==> config.mk <==
export PLATFORM = sky130hd
export DESIGN_NAME = eeprom_i2c_slave
export DESIGN_NICKNAME = d
export VERILOG_FILES = /design/src/rtl/eei2c_pkg.sv /design/src/rtl/eei2c_line_filter.sv /design/src/rtl/eei2c_bus_cond.sv /design/src/rtl/eei2c_sda_hold.sv /design/src/rtl/eeprom_i2c_slave.sv
export SDC_FILE = /design/constraint.sdc
export NUM_CORES = 1
export LEC_CHECK = 0
export BUFFER_PORTS_ARGS = -buffer_cell sky130_fd_sc_hd__buf_2
export CAP_MARGIN = 20
export CORE_AREA = 5 5 108 110
export CTS_CLUSTER_DIAMETER = 60
export DETAILED_ROUTE_END_ITERATION = 16
export DIE_AREA = 0 0 113 115
export GPL_TIMING_DRIVEN = 0
export SYNTH_ARGS = -nofsm -noshare
export SYNTH_HDL_FRONTEND = slang
export SYNTH_HIERARCHICAL = 1
export SYNTH_SLANG_ARGS = --single-unit
==> constraint.sdc <==
create_clock -name clk -period 2.9 [get_ports clk]
set_clock_uncertainty 0.15 [all_clocks]
set_input_delay 0.145 -clock clk [delete_from_list [all_inputs] [get_ports clk]]
set_output_delay 0.145 -clock clk [all_outputs]
set_load 0.02 [all_outputs]
==> src/rtl/eei2c_pkg.sv <==
package eei2c_pkg;

    typedef enum logic [3:0] {
        ST_IDLE,
        ST_DEV,
        ST_DEV_ACK,
        ST_WADR,
        ST_WADR_ACK,
        ST_WDAT,
        ST_WDAT_ACK,
        ST_TX,
        ST_TX_ACK,
        ST_IGNORE
    } eei2c_state_e;

    // Fixed device identifier expected in the top nibble of the device byte.
    localparam logic [3:0] DEV_ID = 4'b1010;

endpackage

==> src/rtl/eei2c_line_filter.sv <==
module eei2c_line_filter #(
    parameter int SYNC_STAGES = 2,
    parameter int VOTE_LEN    = 3
) (
    input  logic clk,
    input  logic rst_n,
    input  logic line_i,
    output logic filt_o,
    output logic rise_o,
    output logic fall_o
);
    localparam int HALF = VOTE_LEN / 2;

    logic [SYNC_STAGES-1:0] sync_q;
    logic [VOTE_LEN-1:0]    win_q;
    logic                   filt_q;
    logic                   prev_q;

    always_ff @(posedge clk or negedge rst_n) begin
        if (!rst_n) begin
            sync_q <= '1;
            win_q  <= '1;
            filt_q <= 1'b1;
            prev_q <= 1'b1;
        end else begin
            sync_q <= {sync_q[SYNC_STAGES-2:0], line_i};
            win_q  <= {win_q[VOTE_LEN-2:0], sync_q[SYNC_STAGES-1]};
            filt_q <= ($countones(win_q) > HALF);
            prev_q <= filt_q;
        end
    end

    assign filt_o = filt_q;
    assign rise_o = filt_q & ~prev_q;
    assign fall_o = ~filt_q & prev_q;

endmodule

==> src/rtl/eei2c_bus_cond.sv <==
module eei2c_bus_cond (
    input  logic scl_f,
    input  logic sda_rise,
    input  logic sda_fall,
    output logic start_o,
    output logic stop_o
);
    // Data may only move while the clock is low; any data edge with the
    // clock high is a bus condition.
    assign start_o = scl_f & sda_fall;
    assign stop_o  = scl_f & sda_rise;
endmodule

==> src/rtl/eei2c_sda_hold.sv <==
module eei2c_sda_hold #(
    parameter int HOLD_CLKS = 4
) (
    input  logic clk,
    input  logic rst_n,
    input  logic scl_fall_i,
    input  logic release_i,
    input  logic drive_i,
    output logic sda_oe_o
);
    localparam int CW = $clog2(HOLD_CLKS + 1);

    logic [CW-1:0] cnt_q;

    always_ff @(posedge clk or negedge rst_n) begin
        if (!rst_n) begin
            cnt_q    <= '0;
            sda_oe_o <= 1'b0;
        end else if (release_i) begin
            cnt_q    <= '0;
            sda_oe_o <= 1'b0;
        end else if (scl_fall_i) begin
            cnt_q <= CW'(HOLD_CLKS);
        end else if (cnt_q != '0) begin
            cnt_q <= cnt_q - 1'b1;
            if (cnt_q == CW'(1)) sda_oe_o <= drive_i;
        end
    end
endmodule

==> src/rtl/eeprom_i2c_slave.sv <==
module eeprom_i2c_slave
    import eei2c_pkg::*;
#(
    parameter int ADDR_W      = 10,
    parameter int PAGE_BYTES  = 16,
    parameter int SYNC_STAGES = 2,
    parameter int VOTE_LEN    = 3,
    parameter int HOLD_CLKS   = 4
) (
    input  logic              clk,
    input  logic              rst_n,
    input  logic              scl_i,
    input  logic              sda_i,
    output logic              sda_oe,
    input  logic              pin_a2,
    input  logic              wp,
    input  logic              wr_busy,
    output logic              wr_stage,
    output logic [ADDR_W-1:0] wr_addr,
    output logic [7:0]        wr_data,
    output logic              wr_commit,
    output logic              rd_en,
    output logic [ADDR_W-1:0] rd_addr,
    input  logic [7:0]        rd_data
);
    localparam int BLK_W  = ADDR_W - 8;
    localparam int PAGE_W = $clog2(PAGE_BYTES);

    // Line conditioning: index 1 is the clock, index 0 the data line.
    logic [1:0] raw_w, filt_w, rise_w, fall_w;
    assign raw_w = {scl_i, sda_i};

    for (genvar g = 0; g < 2; g++) begin : g_line
        eei2c_line_filter #(.SYNC_STAGES(SYNC_STAGES), .VOTE_LEN(VOTE_LEN)) u_filt (
            .clk(clk), .rst_n(rst_n), .line_i(raw_w[g]),
            .filt_o(filt_w[g]), .rise_o(rise_w[g]), .fall_o(fall_w[g])
        );
    end

    logic scl_rise, scl_fall, sda_f, bus_start, bus_stop;
    assign scl_rise = rise_w[1];
    assign scl_fall = fall_w[1];
    assign sda_f    = filt_w[0];

    eei2c_bus_cond u_cond (
        .scl_f(filt_w[1]), .sda_rise(rise_w[0]), .sda_fall(fall_w[0]),
        .start_o(bus_start), .stop_o(bus_stop)
    );

    eei2c_state_e      state_q, state_nxt;
    logic [3:0]        bitcnt_q;
    logic [7:0]        shreg_q, tx_q, txbuf_q;
    logic [ADDR_W-1:0] ptr_q;
    logic              drive_nxt_q, mack_q, staged_q, fetch_pend_q, rd_valid_q;
    logic              dev_match, rx_state, bit_full;

    assign dev_match = (shreg_q[7:4] == DEV_ID) && (shreg_q[3] == pin_a2) && !wr_busy;
    assign rx_state  = (state_q == ST_DEV) || (state_q == ST_WADR) || (state_q == ST_WDAT);
    assign bit_full  = (bitcnt_q == 4'd8);

    eei2c_sda_hold #(.HOLD_CLKS(HOLD_CLKS)) u_hold (
        .clk(clk), .rst_n(rst_n), .scl_fall_i(scl_fall),
        .release_i(bus_start | bus_stop), .drive_i(drive_nxt_q), .sda_oe_o(sda_oe)
    );

    // State register
    always_ff @(posedge clk or negedge rst_n) begin
        if (!rst_n) state_q <= ST_IDLE;
        else        state_q <= state_nxt;
    end

    // Transitions
    always_comb begin
        state_nxt = state_q;
        if (bus_stop) begin
            state_nxt = ST_IDLE;
        end else if (bus_start) begin
            state_nxt = ST_DEV;
        end else if (scl_fall) begin
            unique case (state_q)
                ST_DEV:      if (bit_full) state_nxt = dev_match ? ST_DEV_ACK : ST_IGNORE;
                ST_DEV_ACK:  state_nxt = shreg_q[0] ? ST_TX : ST_WADR;
                ST_WADR:     if (bit_full) state_nxt = ST_WADR_ACK;
                ST_WADR_ACK: state_nxt = ST_WDAT;
                ST_WDAT:     if (bit_full) state_nxt = wp ? ST_IGNORE : ST_WDAT_ACK;
                ST_WDAT_ACK: state_nxt = ST_WDAT;
                ST_TX:       if (bitcnt_q == 4'd7) state_nxt = ST_TX_ACK;
                ST_TX_ACK:   state_nxt = mack_q ? ST_TX : ST_IGNORE;
                ST_IDLE, ST_IGNORE: state_nxt = state_q;
                default:     state_nxt = ST_IDLE;
            endcase
        end
    end

    // Datapath and outputs
    always_ff @(posedge clk or negedge rst_n) begin
        if (!rst_n) begin
            bitcnt_q     <= '0;
            shreg_q      <= '0;
            tx_q         <= '0;
            txbuf_q      <= '0;
            ptr_q        <= '0;
            drive_nxt_q  <= 1'b0;
            mack_q       <= 1'b0;
            staged_q     <= 1'b0;
            fetch_pend_q <= 1'b0;
            rd_valid_q   <= 1'b0;
            wr_stage     <= 1'b0;
            wr_addr      <= '0;
            wr_data      <= '0;
            wr_commit    <= 1'b0;
            rd_en        <= 1'b0;
            rd_addr      <= '0;
        end else begin
            wr_stage   <= 1'b0;
            wr_commit  <= 1'b0;
            rd_en      <= 1'b0;
            rd_valid_q <= rd_en;
            if (rd_valid_q) txbuf_q <= rd_data;
            if (fetch_pend_q) begin
                rd_en        <= 1'b1;
                rd_addr      <= ptr_q;
                fetch_pend_q <= 1'b0;
            end
            if (bus_stop) begin
                wr_commit   <= staged_q;
                staged_q    <= 1'b0;
                bitcnt_q    <= '0;
                drive_nxt_q <= 1'b0;
            end else if (bus_start) begin
                staged_q    <= 1'b0;
                bitcnt_q    <= '0;
                drive_nxt_q <= 1'b0;
            end else begin
                if (scl_rise && rx_state) begin
                    shreg_q  <= {shreg_q[6:0], sda_f};
                    bitcnt_q <= bitcnt_q + 1'b1;
                end
                if (scl_rise && state_q == ST_TX_ACK) begin
                    mack_q <= !sda_f;
                    if (!sda_f) fetch_pend_q <= 1'b1;
                end
                if (scl_fall) begin
                    case (state_q)
                        ST_DEV: if (bit_full) begin
                            bitcnt_q    <= '0;
                            drive_nxt_q <= dev_match;
                            if (dev_match) begin
                                ptr_q <= {shreg_q[BLK_W:1], ptr_q[7:0]};
                                if (shreg_q[0]) fetch_pend_q <= 1'b1;
                            end
                        end
                        ST_DEV_ACK: begin
                            bitcnt_q <= '0;
                            if (shreg_q[0]) begin
                                tx_q        <= txbuf_q;
                                ptr_q       <= ptr_q + 1'b1;
                                drive_nxt_q <= !txbuf_q[7];
                            end else begin
                                drive_nxt_q <= 1'b0;
                            end
                        end
                        ST_WADR: if (bit_full) begin
                            bitcnt_q    <= '0;
                            ptr_q[7:0]  <= shreg_q;
                            drive_nxt_q <= 1'b1;
                        end
                        ST_WDAT: if (bit_full) begin
                            bitcnt_q    <= '0;
                            drive_nxt_q <= !wp;
                            if (!wp) begin
                                wr_stage <= 1'b1;
                                wr_addr  <= ptr_q;
                                wr_data  <= shreg_q;
                                staged_q <= 1'b1;
                                ptr_q    <= {ptr_q[ADDR_W-1:PAGE_W], ptr_q[PAGE_W-1:0] + 1'b1};
                            end
                        end
                        ST_TX: begin
                            if (bitcnt_q == 4'd7) begin
                                bitcnt_q    <= '0;
                                drive_nxt_q <= 1'b0;
                            end else begin
                                bitcnt_q    <= bitcnt_q + 1'b1;
                                tx_q        <= {tx_q[6:0], 1'b0};
                                drive_nxt_q <= !tx_q[6];
                            end
                        end
                        ST_TX_ACK: begin
                            if (mack_q) begin
                                tx_q        <= txbuf_q;
                                ptr_q       <= ptr_q + 1'b1;
                                drive_nxt_q <= !txbuf_q[7];
                            end else begin
                                drive_nxt_q <= 1'b0;
                            end
                        end
                        default: drive_nxt_q <= 1'b0;
                    endcase
                end
            end
        end
    end

endmodule

Word-level counts from Yosys, hierarchy flattened
Index checks and enable logic that the tools add are counted.
- input port bits: 15
- register bits: 95
- word-level logic and storage cells: 193
- output and inout port bits: 32
- add/sub/neg operators: 8
- magnitude comparators: 2
- reduce and logical (&&, ||, !) cells: 37
- eq/ne operators: 29
- bitwise gates (word level): 16
- muxes and demuxes: 72
- operator list (cell ; number):
    $mux 4 ; 18
    $add 32x1->32 ; 2
    $gt 32x2->1 const B ; 2
    $mux 10 ; 4
    $pmux 8 s5 ; 1
    $mux 1 ; 36
    $pmux 4 s8 ; 1
    $reduce_bool 3->1 ; 8
    $mux 7 ; 3
    $pmux 7 s3 ; 1
    $eq 4x3->1 const B ; 5
    $reduce_and 9->1 ; 2
    $eq 4x4->1 const B ; 4
    $ne 2x2->1 const B ; 8
    $ne 4x4->1 const B ; 4
    $mux 3 ; 4
    $pmux 4 s3 ; 1
    $reduce_and 6->1 ; 2
    $add 10x1->10 const B ; 1
    $reduce_and 10->1 ; 1
    $not 1->1 ; 9
    $reduce_and 3->1 ; 3
    $add 4x1->4 const B ; 2
    $eq 4x2->1 const B ; 2
    other kinds (23) ; 40

Logic depth before layout (Yosys ltp)
Gate-level depths: netlist of the first run.
- depth in word-level cells: 11
- depth in mapped cells: 9
- gate-level depth less buffers: 8

By module
The synthesis of the first run kept the hierarchy.
- modules (own cells, without submodules) (module ; area each (sq um) ; times used ; sequential area each (sq um) ; cells an instance):
    eeprom_i2c_slave ; 3920.0 ; 1 ; 1926.8 ; 352
    eei2c_line_filter ; 219.0 ; 2 ; 183.9 ; 11
    eei2c_sda_hold ; 241.5 ; 1 ; 100.1 ; 21
    eei2c_bus_cond ; 12.5 ; 1 ; 0.0 ; 2

Least setup slack after synthesis of the first run
Ideal clock, no wire load.
- path kind: register to register
- start: reg g_line[0].u_filt.filt_q
- end: reg ptr_q[1]
- clock period less this slack: 2412 ps
- data required time: 2622 ps
- arrival time: 2134 ps
- library setup time: 128 ps
- cell stages (with the launch flop): 9
- path buffers: 0
- path slack: 488 ps
- cell sequence: dfstp_2 > and2b_2 > and2_1 > nor2_1 > inv_1 > nor2_1 > o2111ai_2 > nor2_2 > mux2_1
- cells in the longest elaborated chain, start to end: 5
- elaborated cells on any way between the ends: 8
- those cells by class: bitwise: 7; reduce/logical: 1
- ends and longest elaborated chain (element ; line ; source):
    start: declaration ; eei2c_line_filter.sv:16 ; logic filt_q;
    start signal: assignment ; eei2c_line_filter.sv:28 ; filt_q <= ($countones(win_q) > HALF);
    $not 1->1 ; eei2c_line_filter.sv:35 ; assign fall_o = ~filt_q & prev_q;
    $and 1x1->1 ; eei2c_line_filter.sv:35 ;
    named net fall_w[0] ; eeprom_i2c_slave.sv:30 ; logic [1:0] raw_w, filt_w, rise_w, fall_w;
    $and 1x1->1 ; eei2c_bus_cond.sv:10 ; assign start_o = scl_f & sda_fall;
    named net bus_start ; eeprom_i2c_slave.sv:40 ; logic scl_rise, scl_fall, sda_f, bus_start, bus_stop;
    $not 1->1 (no line) ; - ;
    $reduce_and 10->1 (no line) ; - ;
    end signal: assignment ; eeprom_i2c_slave.sv:149 ; ptr_q <= {shreg_q[BLK_W:1], ptr_q[7:0]};
    end signal: assignment ; eeprom_i2c_slave.sv:157 ; ptr_q <= ptr_q + 1'b1;
    end signal: assignment ; eeprom_i2c_slave.sv:165 ; ptr_q[7:0] <= shreg_q;
    end: declaration ; eeprom_i2c_slave.sv:53 ; logic [ADDR_W-1:0] ptr_q;
The timed path passes the listed nets, and every way through them passes these cells.
A chain may end at the register's enable or synchronous reset.

Worst setup path in the final report of the first run
- start: reg g_line[0].u_filt.filt_q
- end: reg shreg_q[7]
- cells in the longest elaborated chain, start to end: 5
- elaborated cells on any way between the ends: 8
- those cells by class: bitwise: 7; reduce/logical: 1
- ends and longest elaborated chain (element ; line ; source):
    $not 1->1 ; eei2c_line_filter.sv:35 ;
    $and 1x1->1 ; eei2c_line_filter.sv:35 ;
    named net fall_w[0] ; eeprom_i2c_slave.sv:30 ;
    $and 1x1->1 ; eei2c_bus_cond.sv:10 ;
    named net bus_start ; eeprom_i2c_slave.sv:40 ;
    $not 1->1 (no line) ; - ;
    $reduce_and 3->1 (no line) ; - ;
    end signal: assignment ; eeprom_i2c_slave.sv:136 ; shreg_q <= {shreg_q[6:0], sda_f};
    end: declaration ; eeprom_i2c_slave.sv:52 ; logic [7:0] shreg_q, tx_q, txbuf_q;
The timed path passes the listed nets, and every way through them passes these cells.

==> results.yml, run 1 <==
outcome:
  status: "complete, no violations"
setup_path:
  required_ns: 3.01
  end_kind: "flip-flop"
  path_delay_family: "simple AND/OR/NAND/NOR gates"
  ff2ff_path_depth: 6
  crit_cells: 6
  path_cells: "and2b_2 -> and2_1 -> nor2_1 -> clkbuf_1 -> nand4_1 -> mux2_2"
  critPathKind: "flip-flop to flip-flop"
  crit_path_top_delay_cell: "dfstp_2"
  crit_buf_inv: 1
  startpoint_type: "flip-flop"
  critical_path_peak_fanout: 10
  crit_path_max_incr_delay_ns: 0.57
  cp.arrival_ns: 2.81
logic_synthesis:
  synth_top_family_by_area: "simple AND/OR/NAND/NOR gates"
  synth_fa_ha_area_share_pct: 2.17
  ys.flop_type: "dfrtp_1"
  synth_seq_cells: 95
  ys_types: 69
  synth_simple_gate_area_share_pct: 15.0
  synthCells: 397
  avgSynthCellArea_sq_um: 11.6
  synth_mux_area_share_pct: 12.7
  ys_warn_count: 6
  synth_edf_count: 0
  async_flop_share_pct: 100
  synth-xor-area-share_pct: 1.33
  synth_compound_area_share_pct: 13.6
  yosysSeqAreaShare_pct: 51.9
  syn_nets: 420
  syn_area_sq_um: 4610
pwr:
  pwr-share-seq_pct: 47.1
  power_switching_mw: 1.25
  leakagePower_nw: 2.52
  powerDensity_nw_per_um2: 695
  p_comb_share_pct: 25.8
  ir_drop_mv: 0.333
  p_clk_share_pct: 27.2
  internal_power_mw: 2.50
  power_mw: 3.75
  switching_share_pct: 33.4
final_layout:
  fin_area_sq_um: 5400
  final_common_cell: "dfrtp_1"
  final_cell_mix: "dfrtp_1, buf_2, mux2_2, o21ai_0, nand2_1"
  multi_input_comb_area_sq_um: 2070
  syn2layout_area_growth_pct: 17.0
  seqCellArea_sq_um: 2390
  antennaDiodeCount: 0
  nNetsFinal: 489
  layout-drive-gt1-share_pct: 33.5
  utilization_pct: 50.9
  fillers: 986
detailed_routing:
  wirelength_microns: 9990
  vias: 3295
  avgViaCountPerCell: 5.39
  drc: 0
  drtIter0Drc: 159
  drtAntennaViolNets: 0
  dr.pass1.iters: 4
  wl_per_cell_microns: 16.3
timing:
  finalCritPeriodShare_pct: 93.3
  hold_viol: 0
  slew-limit-headroom_pct: 60.4
  period_minus_slack_ns: 2.71
  fmax_ghz: 0.369
  rsz0062_at_grt: "false"
  tns_ns: 0
  worst_slew_pin_slew_ns: 0.587
  drv_slew: 0
  setup_viol: 0
floorplanning:
  die_area_sq_um: 13000
  core_area_sq_um: 10600
  start_util_pct: 43.5
  rows: 38
  ios: 47
  die_w_microns: 113
  dieHeight_microns: 115
cts:
  htree_levels: 3
  clock_latency_ns: 0.37
  clk_path_buf_depth: 2
  cts-root-buf: "clkbuf_8"
  cts_tree: "done"
  clock_sinks: 95
  path_clk_slew_ns: 0.10
  cts_buffers: 9
  postCtsSetupRepairBufs: 0
job:
  maxCapViolCount: 0
placement:
  hpwl_microns: 7190
  portBuffers: 46
  gp_congestion: 0.880
  place_area_sq_um: 5050
global_route:
  antenna_found_initial: 0
  grt_pass1_wl_microns: 17100
  overflow: 0
  track_usage_pct: 16.5
  grt_max_degree: 69
  grt_pass1_vias: 3359
worst_hold_path:
  timing.hold.worst.class: "input port to async pin"
-- flip-flops by register name, summed over array words and instances (netlist names), 2 cells and up --
register / flops
wr_addr: 10
state_q: 4
tx_q: 7
wr_data: 8
g_line.u_filt/sync_q: 4
g_line.u_filt/prev_q: 2
rd_addr: 10
g_line.u_filt/filt_o: 2
g_line.u_filt/win_q: 6
u_hold/cnt_q: 3
bitcnt_q: 4
shreg_q: 8
txbuf_q: 8
ptr_q: 10
-- worst reg2reg max path, stage by stage (launching register included) --
cell      delay (ns)
dfstp_2         0.57
and2b_2         0.21
and2_1          0.18
nor2_1          0.17
clkbuf_1        0.40
nand4_1         0.49
mux2_2          0.42
-- area by class of cell --
class,instances,area share [%]
sequential,95,44.4
multi-input combinational,275,38.3
timing repair buffer,58,6.86
tap,140,3.25
clock buffer,9,2.30
buffer,18,2.16
clock inverter,7,2.09
inverter,9,0.626
-- metal layers --
| metal | routed length (microns) | vias up | GRT usage [%] |
|---|---|---|---|
| met2 | 4590 | 70 | 25.1 |
| met3 | 390 | 11 | 2.84 |
| met5 | 0 | - | 0 |
| li1 | - | 1570 | - |
| met4 | 175 | 0 | 6.33 |
| met1 | 4830 | 1644 | 23.7 |
-- final timing paths --
kind	startpoint	end	slack [ns]
min	rst_n	tx_q[2]	0.08
max reg2reg	g_line[0].u_filt/filt_o	shreg_q[7]	0.19
min reg2reg	g_line[1].u_filt/sync_q[1]	g_line[1].u_filt/win_q[0]	0.21
max	g_line[0].u_filt/filt_o	shreg_q[7]	0.19
max in group asynchronous	rst_n	g_line[0].u_filt/filt_o	1.84
min in group clk	wp	wr_stage	0.10
-- cells by family (layout without fill, tap and decap cells) --
family,after synthesis,after routing
simple gates,116,116
flops,95,95
compound gates,91,91
mux,53,53
buf+inv,27,101
fa+ha+maj,8,8
xor+xnor,7,7
-- synthesized netlist by cell type, drive strengths merged, types with 2 or more instances --
library cell,n,area [sq um]
and2b,3,25.0
a2bb2oi,3,32.5
ha,8,100
a32o,2,20.0
a2111oi,2,25.0
buf,14,101
nand2,22,82.6
dfstp,14,368
inv,9,33.8
o211a,2,20.0
and2,6,37.5
nor2b,8,52.6
o21ai,30,158
xnor2,4,35.0
mux2,45,507
nor3,10,55.1
nand2b,8,57.6
and3,4,25.0
a211oi,3,22.5
a22oi,3,22.5
mux2i,8,80.1
nor4b,4,62.6
nand4,5,31.3
nand3,9,45.0
o211ai,4,40.0
o21a,4,30.0
nor2,23,91.3
clkbuf,4,15.0
xor2,3,26.3
a21o,7,52.6
dfrtp,81,2030
a21oi,19,98.9
nor3b,2,15.0
nand3b,4,30.0
a31oi,2,12.5
-- stage by stage --
step           cells  hold WS, ns  setup slack (ns)
2_1_floorplan    397       -0.301             0.488
3_3_place_gp     583        0.102             0.163
3_5_place_dp     584      -0.0500             0.136
4_1_cts          611       0.0722             0.118
5_1_grt          611       0.0719           0.00455
6_report         611       0.0844             0.193
-- power groups by stage --
stage / clock network, mW / logic, mW / registers, mW
6_report: 1.02 / 0.966 / 1.76
5_1_grt: 1.09 / 1.07 / 1.80
4_1_cts: 1.05 / 0.966 / 1.76
3_5_place_dp: 0 / 0.949 / 1.78
3_3_place_gp: 0 / 0.925 / 1.77
2_1_floorplan: 0 / 0.734 / 1.71
-- timing repair --
| item | in CTS | in global routing |
|---|---|---|
| endpoints found under the hold margin | 91 | 0 |
| gates resized for setup | 0 | 1 |
| hold buffers | 11 | 0 |
| endpoints found under the setup margin | 0 | 1 |
Power figures use the tool's default switching activity.
==> run 2: changes to the inputs <==
CTS_BUF_LIST = sky130_fd_sc_hd__clkbuf_4   (was not set)
PLACE_DENSITY = 0.7   (was not set)
clock period = 2.5 ns   (was 2.9 ns; I/O delays follow)
==> run 2 against run 1 <==
Compared with the run above: non-clock buffer count grew 7; setup slack lost 0.12 ns; hold slack gained 0.090 ns; core utilization shrank 0.094 points; critical path depth grew 2; combinational power grew 20%; cell count grew 1.3%; sequential share of layout area grew 0.082 points; power grew 7.0%; register-to-register slack lost 0.12 ns; clock power shrank 22%; critical endpoint is now ptr_q[1]; largest cell class unchanged; highest routed layer unchanged.
==> results.yml, run 2 (same netlist as run 1, synthesis figures left out) <==
outcome:
  status: "complete, no violations"
global_route:
  overflow: 0
  grt_max_degree: 71
  grt_pass1_wl_microns: 17500
  track_usage_pct: 16.9
  grt_pass1_vias: 3514
  antenna_found_initial: 1
setup_path:
  critical_path_peak_fanout: 7
  path_delay_family: "simple AND/OR/NAND/NOR gates"
  crit_buf_inv: 1
  crit_path_top_delay_cell: "dfstp_2"
  reg2reg_slack_ns: 0.08
  cp.arrival_ns: 2.63
  startpoint_type: "flip-flop"
  crit_path_max_incr_delay_ns: 0.58
  end_kind: "flip-flop"
  cpMostUsedCell: "nor2_2"
  path_cells: "and2b_2 -> and2_1 -> nor2_2 -> inv_2 -> nor2_4 -> o2111ai_4 -> nor2_2 -> mux2_1"
  critPathKind: "flip-flop to flip-flop"
  required_ns: 2.71
floorplanning:
  ios: 47
  dieHeight_microns: 115
  die_w_microns: 113
  die_area_sq_um: 13000
  start_util_pct: 43.5
  core_area_sq_um: 10600
  rows: 38
timing:
  period_minus_slack_ns: 2.42
  slew-limit-headroom_pct: 53.4
  setup_viol: 0
  tns_ns: 0
  hold_viol: 0
  drv_slew: 0
  fmax_ghz: 0.413
  finalCritPeriodShare_pct: 96.9
  worst_slew_pin_slew_ns: 0.698
pwr:
  leakagePower_nw: 2.52
  powerDensity_nw_per_um2: 745
  power_mw: 4.01
  ir_drop_mv: 0.437
cts:
  cts_buffers: 9
  clock_sinks: 95
  cts_tree: "done"
  clock_latency_ns: 0.45
  clk_path_buf_depth: 2
  path_clk_slew_ns: 0.14
  cts-root-buf: "clkbuf_4"
  htree_levels: 3
final_layout:
  top_regs: "ptr_q x10, rd_addr x10, wr_addr x10"
  nNetsFinal: 496
  utilization_pct: 50.8
  layout-drive-gt1-share_pct: 34.3
  syn2layout_area_growth_pct: 16.8
  instances_no_fill: 619
  final_cell_mix: "dfrtp_1, buf_2, mux2_2, o21ai_0, nand2_1"
  final_common_cell: "dfrtp_1"
job:
  maxCapViolCount: 0
detailed_routing:
  wl_per_cell_microns: 16.5
  wirelength_microns: 10200
  drtIter0Drc: 248
  avgViaCountPerCell: 5.54
  drc: 0
  vias: 3430
  drtAntennaViolNets: 0
  dr.pass1.iters: 5
worst_hold_path:
  timing.hold.worst.class: "input port to flip-flop"
placement:
  hpwl_microns: 7240
  portBuffers: 46
  dp_cells: 584
  gp_congestion: 0.881
==> run 2: cell types whose count changed in the layout (fill, tap and decap cells not counted), sizes merged <==
cell         before  now
dlygate4sd3      11   14
clkinv            1    4
diode             0    1
buf              61   65
clkinvlp          1    2
bufinv            2    1
inv              12    9
==> run 2: power breakdown <==
part	internal (mW)	total [mW]	switching (mW)
sequential	1.78	2.06	0.278
clock	0.296	0.796	0.500
combinational	0.540	1.16	0.615
==> run 2: metrics by stage <==
stage               setup WS, ns  area [sq um]  hold slack [ns]
floorplan                 0.0881          4610           -0.321
global placement          -0.281          5020           0.0811
detailed placement        -0.322          5050          -0.0802
CTS                       0.0481          5360            0.138
global route            -0.00282          5390            0.154
finish                    0.0783          5390            0.175
==> run 2: final cells by class <==
type                            count  area, sq um
Clock buffer                        9         67.6
Multi-Input combinational cell    275         2090
Inverter                            9         33.8
Sequential cell                    95         2390
Timing Repair Buffer               65          443
Clock inverter                      7         63.8
Tap cell                          140          175
Antenna cell                        1         2.50
Fill cell                         963         5220
Buffer                             18          118
==> run 2: final timing paths <==
check / from / endpoint / cells after the start
max: g_line[0].u_filt/filt_o / ptr_q[1] / 8
min: sda_i / g_line[0].u_filt/sync_q[0] / 2
max reg2reg: g_line[0].u_filt/filt_o / ptr_q[1] / 8
min reg2reg: g_line[0].u_filt/sync_q[0] / g_line[0].u_filt/sync_q[1] / 0
max in group asynchronous: rst_n / g_line[0].u_filt/win_q[2] / 4
min in group asynchronous: rst_n / txbuf_q[0] / 4
==> run 2: what timing repair did <==
| action | 4_1_cts | 5_1_grt |
|---|---|---|
| resized for setup | 4 | 3 |
| endpoints found under the setup margin | 23 | 8 |
| hold buffers | 15 | 0 |
| gates cloned | 0 | 0 |
| buffers inserted | 1 | 2 |
| hold endpoints to repair | 93 | 0 |
| pin swaps | 2 | 1 |
==> run 2: layer usage <==
layer	share of wire, %	track usage, %	vias to the layer above
met1	45	23.1	1717
li1	-	-	1591
met5	0	0	-
met2	48	26.7	106
met3	5.1	3.21	16
met4	1.9	6.73	0
